===== config.mk =====
export PLATFORM = sky130hd
export DESIGN_NAME = dbgport_ir_select
export DESIGN_NICKNAME = d
export VERILOG_FILES = /design/src/rtl/dp_ir_pkg.sv /design/src/rtl/dp_ir_reg.sv /design/src/rtl/dp_ir_decode.sv /design/src/rtl/dp_bypass_cell.sv /design/src/rtl/dp_tdo_out.sv /design/src/rtl/dbgport_ir_select.sv
export SDC_FILE = /design/constraint.sdc
export NUM_CORES = 1
export LEC_CHECK = 0
export BUFFER_PORTS_ARGS = -buffer_cell sky130_fd_sc_hd__buf_4
export CAP_MARGIN = 20
export CELL_PAD_IN_SITES_DETAIL_PLACEMENT = 0
export CELL_PAD_IN_SITES_GLOBAL_PLACEMENT = 2
export CORE_MARGIN = 1
export CORE_UTILIZATION = 30
export CTS_BUF_LIST = sky130_fd_sc_hd__clkbuf_8
export DETAILED_ROUTE_END_ITERATION = 6
export PLACE_DENSITY = 0.95
export SLEW_MARGIN = 20
export SYNTH_ARGS = -nofsm -noshare
export SYNTH_HDL_FRONTEND = slang
export SYNTH_SLANG_ARGS = --single-unit

===== constraint.sdc =====
create_clock -name tck -period 3.1 [get_ports tck]
set_input_delay 0.31 -clock tck [delete_from_list [all_inputs] [get_ports tck]]
set_output_delay 0.31 -clock tck [all_outputs]
set_load 0.05 [all_outputs]

===== src/rtl/dp_ir_pkg.sv =====
package dp_ir_pkg;
    localparam int IR_W   = 4;
    localparam int LEN_W  = 6;
    localparam int NSEL   = 5;

    localparam logic [IR_W-1:0] IR_CAPTURE  = 4'b0001;
    localparam logic [IR_W-1:0] CODE_ABORT  = 4'b1000;
    localparam logic [IR_W-1:0] CODE_DPACC  = 4'b1010;
    localparam logic [IR_W-1:0] CODE_APACC  = 4'b1011;
    localparam logic [IR_W-1:0] CODE_IDCODE = 4'b1110;

    localparam logic [LEN_W-1:0] LEN_ACC = 6'd35;
    localparam logic [LEN_W-1:0] LEN_ID  = 6'd32;
    localparam logic [LEN_W-1:0] LEN_BYP = 6'd1;

    typedef enum logic [2:0] {
        DR_BYPASS = 3'd0,
        DR_ABORT  = 3'd1,
        DR_DPACC  = 3'd2,
        DR_APACC  = 3'd3,
        DR_IDCODE = 3'd4
    } dr_sel_e;

    typedef enum logic [2:0] {
        IR_HOLD, IR_RESET, IR_CAPT, IR_SHIFT, IR_UPDATE
    } ir_op_e;

    typedef enum logic [1:0] {
        BY_HOLD, BY_RESET, BY_CAPT, BY_SHIFT
    } by_op_e;
endpackage


===== src/rtl/dp_ir_reg.sv =====
module dp_ir_reg
    import dp_ir_pkg::*;
(
    input  logic            tck,
    input  logic            tlr,
    input  logic            cap,
    input  logic            shf,
    input  logic            upd,
    input  logic            tdi,
    output logic [IR_W-1:0] sh_q,
    output logic [IR_W-1:0] cur_q
);
    ir_op_e op;

    // operation priority: reset > capture > shift > update > hold
    always_comb begin
        if (tlr)      op = IR_RESET;
        else if (cap) op = IR_CAPT;
        else if (shf) op = IR_SHIFT;
        else if (upd) op = IR_UPDATE;
        else          op = IR_HOLD;
    end

    always_ff @(posedge tck) begin
        unique case (op)
            IR_RESET: begin
                sh_q  <= IR_CAPTURE;
                cur_q <= CODE_IDCODE;
            end
            IR_CAPT:   sh_q  <= IR_CAPTURE;
            IR_SHIFT:  sh_q  <= {tdi, sh_q[IR_W-1:1]};
            IR_UPDATE: cur_q <= sh_q;
            default: ;
        endcase
    end
endmodule


===== src/rtl/dp_ir_decode.sv =====
module dp_ir_decode
    import dp_ir_pkg::*;
(
    input  logic [IR_W-1:0]  cur,
    output dr_sel_e          sel,
    output logic [NSEL-1:0]  onehot,
    output logic [LEN_W-1:0] len
);
    always_comb begin
        unique case (cur)
            CODE_ABORT:  sel = DR_ABORT;
            CODE_DPACC:  sel = DR_DPACC;
            CODE_APACC:  sel = DR_APACC;
            CODE_IDCODE: sel = DR_IDCODE;
            default:     sel = DR_BYPASS;
        endcase
    end

    always_comb begin
        unique case (sel)
            DR_ABORT, DR_DPACC, DR_APACC: len = LEN_ACC;
            DR_IDCODE:                    len = LEN_ID;
            default:                      len = LEN_BYP;
        endcase
    end

    for (genvar g = 0; g < NSEL; g++) begin : g_sel
        assign onehot[g] = (sel == dr_sel_e'(g));
    end
endmodule


===== src/rtl/dp_bypass_cell.sv =====
module dp_bypass_cell
    import dp_ir_pkg::*;
(
    input  logic tck,
    input  logic tlr,
    input  logic cap,
    input  logic shf,
    input  logic upd,
    input  logic active,
    input  logic tdi,
    output logic byp_q
);
    by_op_e op;

    always_comb begin
        if (tlr)                   op = BY_RESET;
        else if (!active || upd)   op = BY_HOLD;
        else if (cap)              op = BY_CAPT;
        else if (shf)              op = BY_SHIFT;
        else                       op = BY_HOLD;
    end

    always_ff @(posedge tck) begin
        unique case (op)
            BY_RESET, BY_CAPT: byp_q <= 1'b0;
            BY_SHIFT:          byp_q <= tdi;
            default: ;
        endcase
    end
endmodule


===== src/rtl/dp_tdo_out.sv =====
module dp_tdo_out (
    input  logic tck,
    input  logic sir,
    input  logic sdr,
    input  logic ir_so,
    input  logic dr_so,
    output logic tdo,
    output logic tdo_en
);
    always_ff @(negedge tck) begin
        tdo_en <= sir | sdr;
        if (sir)      tdo <= ir_so;
        else if (sdr) tdo <= dr_so;
        else          tdo <= 1'b0;
    end
endmodule


===== src/rtl/dbgport_ir_select.sv =====
module dbgport_ir_select
    import dp_ir_pkg::*;
(
    input  logic             tck,
    input  logic             tlr_i,
    input  logic             capture_ir_i,
    input  logic             shift_ir_i,
    input  logic             update_ir_i,
    input  logic             capture_dr_i,
    input  logic             shift_dr_i,
    input  logic             update_dr_i,
    input  logic             tdi_i,
    input  logic             abort_so_i,
    input  logic             dpacc_so_i,
    input  logic             apacc_so_i,
    input  logic             idcode_so_i,
    output logic             tdo_o,
    output logic             tdo_en_o,
    output logic             sel_abort_o,
    output logic             sel_dpacc_o,
    output logic             sel_apacc_o,
    output logic             sel_idcode_o,
    output logic             sel_bypass_o,
    output logic [LEN_W-1:0] dr_len_o
);
    logic [IR_W-1:0] ir_sh;
    logic [IR_W-1:0] ir_cur;
    dr_sel_e         sel;
    logic [NSEL-1:0] sel_vec;
    logic            byp_q;
    logic            dr_so;

    dp_ir_reg u_ir (
        .tck(tck), .tlr(tlr_i), .cap(capture_ir_i), .shf(shift_ir_i),
        .upd(update_ir_i), .tdi(tdi_i), .sh_q(ir_sh), .cur_q(ir_cur)
    );

    dp_ir_decode u_dec (
        .cur(ir_cur), .sel(sel), .onehot(sel_vec), .len(dr_len_o)
    );

    dp_bypass_cell u_byp (
        .tck(tck), .tlr(tlr_i), .cap(capture_dr_i), .shf(shift_dr_i),
        .upd(update_dr_i), .active(sel_vec[DR_BYPASS]), .tdi(tdi_i),
        .byp_q(byp_q)
    );

    always_comb begin
        unique case (sel)
            DR_ABORT:  dr_so = abort_so_i;
            DR_DPACC:  dr_so = dpacc_so_i;
            DR_APACC:  dr_so = apacc_so_i;
            DR_IDCODE: dr_so = idcode_so_i;
            default:   dr_so = byp_q;
        endcase
    end

    dp_tdo_out u_tdo (
        .tck(tck), .sir(shift_ir_i), .sdr(shift_dr_i), .ir_so(ir_sh[0]),
        .dr_so(dr_so), .tdo(tdo_o), .tdo_en(tdo_en_o)
    );

    assign sel_bypass_o = sel_vec[DR_BYPASS];
    assign sel_abort_o  = sel_vec[DR_ABORT];
    assign sel_dpacc_o  = sel_vec[DR_DPACC];
    assign sel_apacc_o  = sel_vec[DR_APACC];
    assign sel_idcode_o = sel_vec[DR_IDCODE];
endmodule


Word level (Yosys, flattened, before mapping):

Cells that the tools add are included.
W data, S select, Z words.

* register bits after elaboration: 11
* input port bits: 13

* equal/unequal tests: 15
* multiplexer cells: 16
* bitwise logic cells: 1
* reduce and logical (&&, ||, !) cells: 9

Operator list (count)
* $eq A4 B4 Y1 const B: 4
* $pmux W4 S2: 2
* $eq A3 B2 Y1 const B: 4
* $mux W3: 4
* $pmux W3 S4: 1
* $pmux W6 S2: 1
* $mux W2: 4
* $eq A3 B1 Y1 const B: 2
* $eq A3 B3 Y1 const B: 2
* $reduce_bool A2 Y1: 3
* $eq A2 B2 Y1 const B: 2
* $pmux W1 S4: 1
* $reduce_or A2 Y1: 2
* $logic_not A3 Y1: 1
* $reduce_or A3 Y1: 1
* $eq A2 B1 Y1 const B: 1
* $mux W1: 2
* $pmux W1 S2: 1
* $logic_not A1 Y1: 1
* $logic_or A1 B1 Y1: 1
* $or A1 B1 Y1: 1

Depth between registers and ports, before layout:

* depth after elaboration: 10
* depth in mapped cells: 5
* gate-level depth less buffers: 4

Cells and area by module:

From an unflattened synthesis, not the netlist that was laid out.

* cell total of the unflattened synthesis: 59
* area, all modules: 659.4 um^2

Modules (own cells, without submodules)
* dp_ir_reg: instances 1, cells each 21, area each 345.3 um^2, seq. area each 240.2 um^2
* dp_ir_decode: instances 1, cells each 21, area each 122.6 um^2, seq. area each 0.0 um^2
* dp_bypass_cell: instances 1, cells each 6, area each 80.1 um^2, seq. area each 30.0 um^2
* dp_tdo_out: instances 1, cells each 7, area each 62.6 um^2, seq. area each 40.0 um^2
* dbgport_ir_select: instances 1, cells each 4, area each 48.8 um^2, seq. area each 0.0 um^2

==> impl_metrics.toml <==
[yosys]
synth-async-reset-ratio_pct = 0
synth-xor-area-share_pct = 0
avgSynthCellArea_um2 = 9.93
synth.cell_area_um2 = 626
synth_cell_type_count = 31
synth-compound-area-share_pct = 12.0
synth_top_family_by_area = "simple AND/OR/NAND/NOR gates"
synthFlopType = "edfxtp_1"
synth-seq-cells = 11
synthMuxAreaShare_pct = 0
seq_area_frac_synth_pct = 49.6
synth_simple_gate_area_share_pct = 28.8
synthCells = 63
ys_warn_count = 0
synthAdderAreaFrac_pct = 0
synth_edf_count = 9

[floorplanning]
start_util_pct = 31.9
std_cell_rows = 16
core-area_mm2 = 0.00196
die_h_um = 47.7
dieArea_mm2 = 0.00227
die_x_um = 47.7
io_pins = 26

[sta]
finalMaxSlewViolations = 0
finalSetupViolCount = 0
timing.setup.tns_ns = 0
hold_violations = 0
grt_setup_unrepaired = "false"
clock_skew_ns = 0.0620

[global_route]
grt_pass1_wl_um = 1840
grt_pass1_vias = 440
grtUsageTotal_pct = 12.0
grt_overflow = 0
grt_max_degree = 12
antenna_found_initial = 0

[worst_setup_path]
crit_fanout = 8
critical_path_required_ns = 1.71
criticalPathCategory = "reg -> reg"
cp-end-kind = "register"
worstPathArrival_ns = 1.35
startpoint_type = "register"

[final_layout]
seqCellArea_um2 = 310
fillerInstances = 218
layout_commonest_cell = "buf_4"
area_growth_pct = 35.4
final_cell_mix = "buf_4 (22), edfxtp_1 (9), nor2_1 (8), inv_1 (7)"
drive_gt1_share_pct = 38.6
fin_nets = 102
multiInputGateArea_um2 = 267
fin_util_pct = 43.2
n_antenna_cell = 0

[place]
port_buffers = 22
dp_hpwl_um = 865
globalplace.congestion = 0.662

[detailed_routing]
vias = 512
drt_pre_antenna_iters = 4
finalWirelength_um = 1140
avgViaCountPerCell = 4.45
drt_iter0_drc = 6
ant_nets = 0
wire_per_inst_um = 9.89
drc = 0

[job]
maxCapViolations = 0

[worst_hold_path]
min_path_type = "in -> reg"

[clock_network]
ctsHoldBuffers = 0
postCtsResizedCells = 0
insertion_delay_ns = 0.29
cts_buffer_depth = 2
cts.sinks = 11
htreeDepth = 1
clkTransAtPathRegs_ns = 0.05
cts-root-buf = "clkbuf_8"
cts_inserted_buffers = 3
cts_tree = "built"
post-cts-setup-buffers = 0

[run_status]
status = "finished clean"

[power]
powerDensity_mw_per_mm2 = 479
ir_drop_v = 0.000269
total_power_uw = 405
p_leak_uw = 0.000397
==> flip-flops by register name, summed over array words and instances (netlist names) <==
register / count
u_ir.cur_q: 4
u_ir.sh_q: 4
u_byp.byp_q: 1
u_tdo.tdo: 1
u_tdo.tdo_en: 1
==> kinds of logic (layout without fill, tap and decap cells) <==
family,count (synthesis),count (layout)
AO/OA/AOI/OAI,10,10
buffers and inverters,10,33
AND/OR/NAND/NOR,31,31
other,1,3
flip-flops,11,11
==> worst paths after layout <==
kind / startpoint / endpoint / slack [ns] / depth (start not counted)
hold reg to reg: u_ir.sh_q[2] / u_ir.cur_q[2] / 0.53 / 1
hold / removal: tlr_i / u_byp.byp_q / 0.39 / 2
setup reg to reg: u_ir.cur_q[1] / u_tdo.tdo / 0.36 / 4
setup / recovery: u_ir.cur_q[1] / u_tdo.tdo / 0.36 / 4
==> power breakdown <==
| part | total (uW) | internal (uW) | switching, uW |
|---|---|---|---|
| combinational | 82.3 | 29.6 | 52.7 |
| clock | 149 | 90.9 | 57.8 |
| sequential | 174 | 168 | 6.27 |
| total | 405 | 289 | 117 |
==> cell usage after synthesis (2+ instances only) <==
cell | n | area share, %
and3_2 | 3 | 3.6
buf_4 | 3 | 3.6
dfxtp_1 | 2 | 6.4
edfxtp_1 | 9 | 43
inv_1 | 6 | 3.6
nand2_1 | 2 | 1.2
nand3_1 | 2 | 1.6
nor2_1 | 8 | 4.8
nor3_1 | 2 | 1.6
nor3b_1 | 2 | 2.4
or2_2 | 2 | 2.0
or3_1 | 3 | 3.0
==> worst max-delay path, stage by stage, from the launching register on <==
cell and delay [ns]:
edfxtp_1 0.48, inv_1 0.17, a21oi_2 0.09, o31ai_1 0.26, a22oi_1 0.12
==> per-stage QoR <==
stage	hold slack [ns]	instances	setup slack, ns	area (um2)
floorplan	0.473	65	0.390	633
global placement	0.525	110	0.304	798
detailed placement	0.523	110	0.313	798
CTS	0.386	115	0.350	847
global route	0.401	115	0.290	847
finish	0.394	115	0.357	847
==> metal layers <==
metal / part of all wire (%) / up-vias / GRT usage, %
met5: 0 / - / 0
met3: 7.7 / 0 / 4.53
met4: 0 / 0 / 3.33
met2: 46 / 22 / 19.5
met1: 46 / 221 / 15.0
li1: - / 269 / -
==> final cells by class <==
type,count,share of cell area [%]
Sequential cell,11,36.6
Clock buffer,3,4.87
Inverter,5,2.22
Tap cell,27,3.99
Clock inverter,3,1.33
Timing Repair Buffer,22,19.5
Multi-Input combinational cell,44,31.5
No activity file was read; power rests on OpenSTA's default activity.
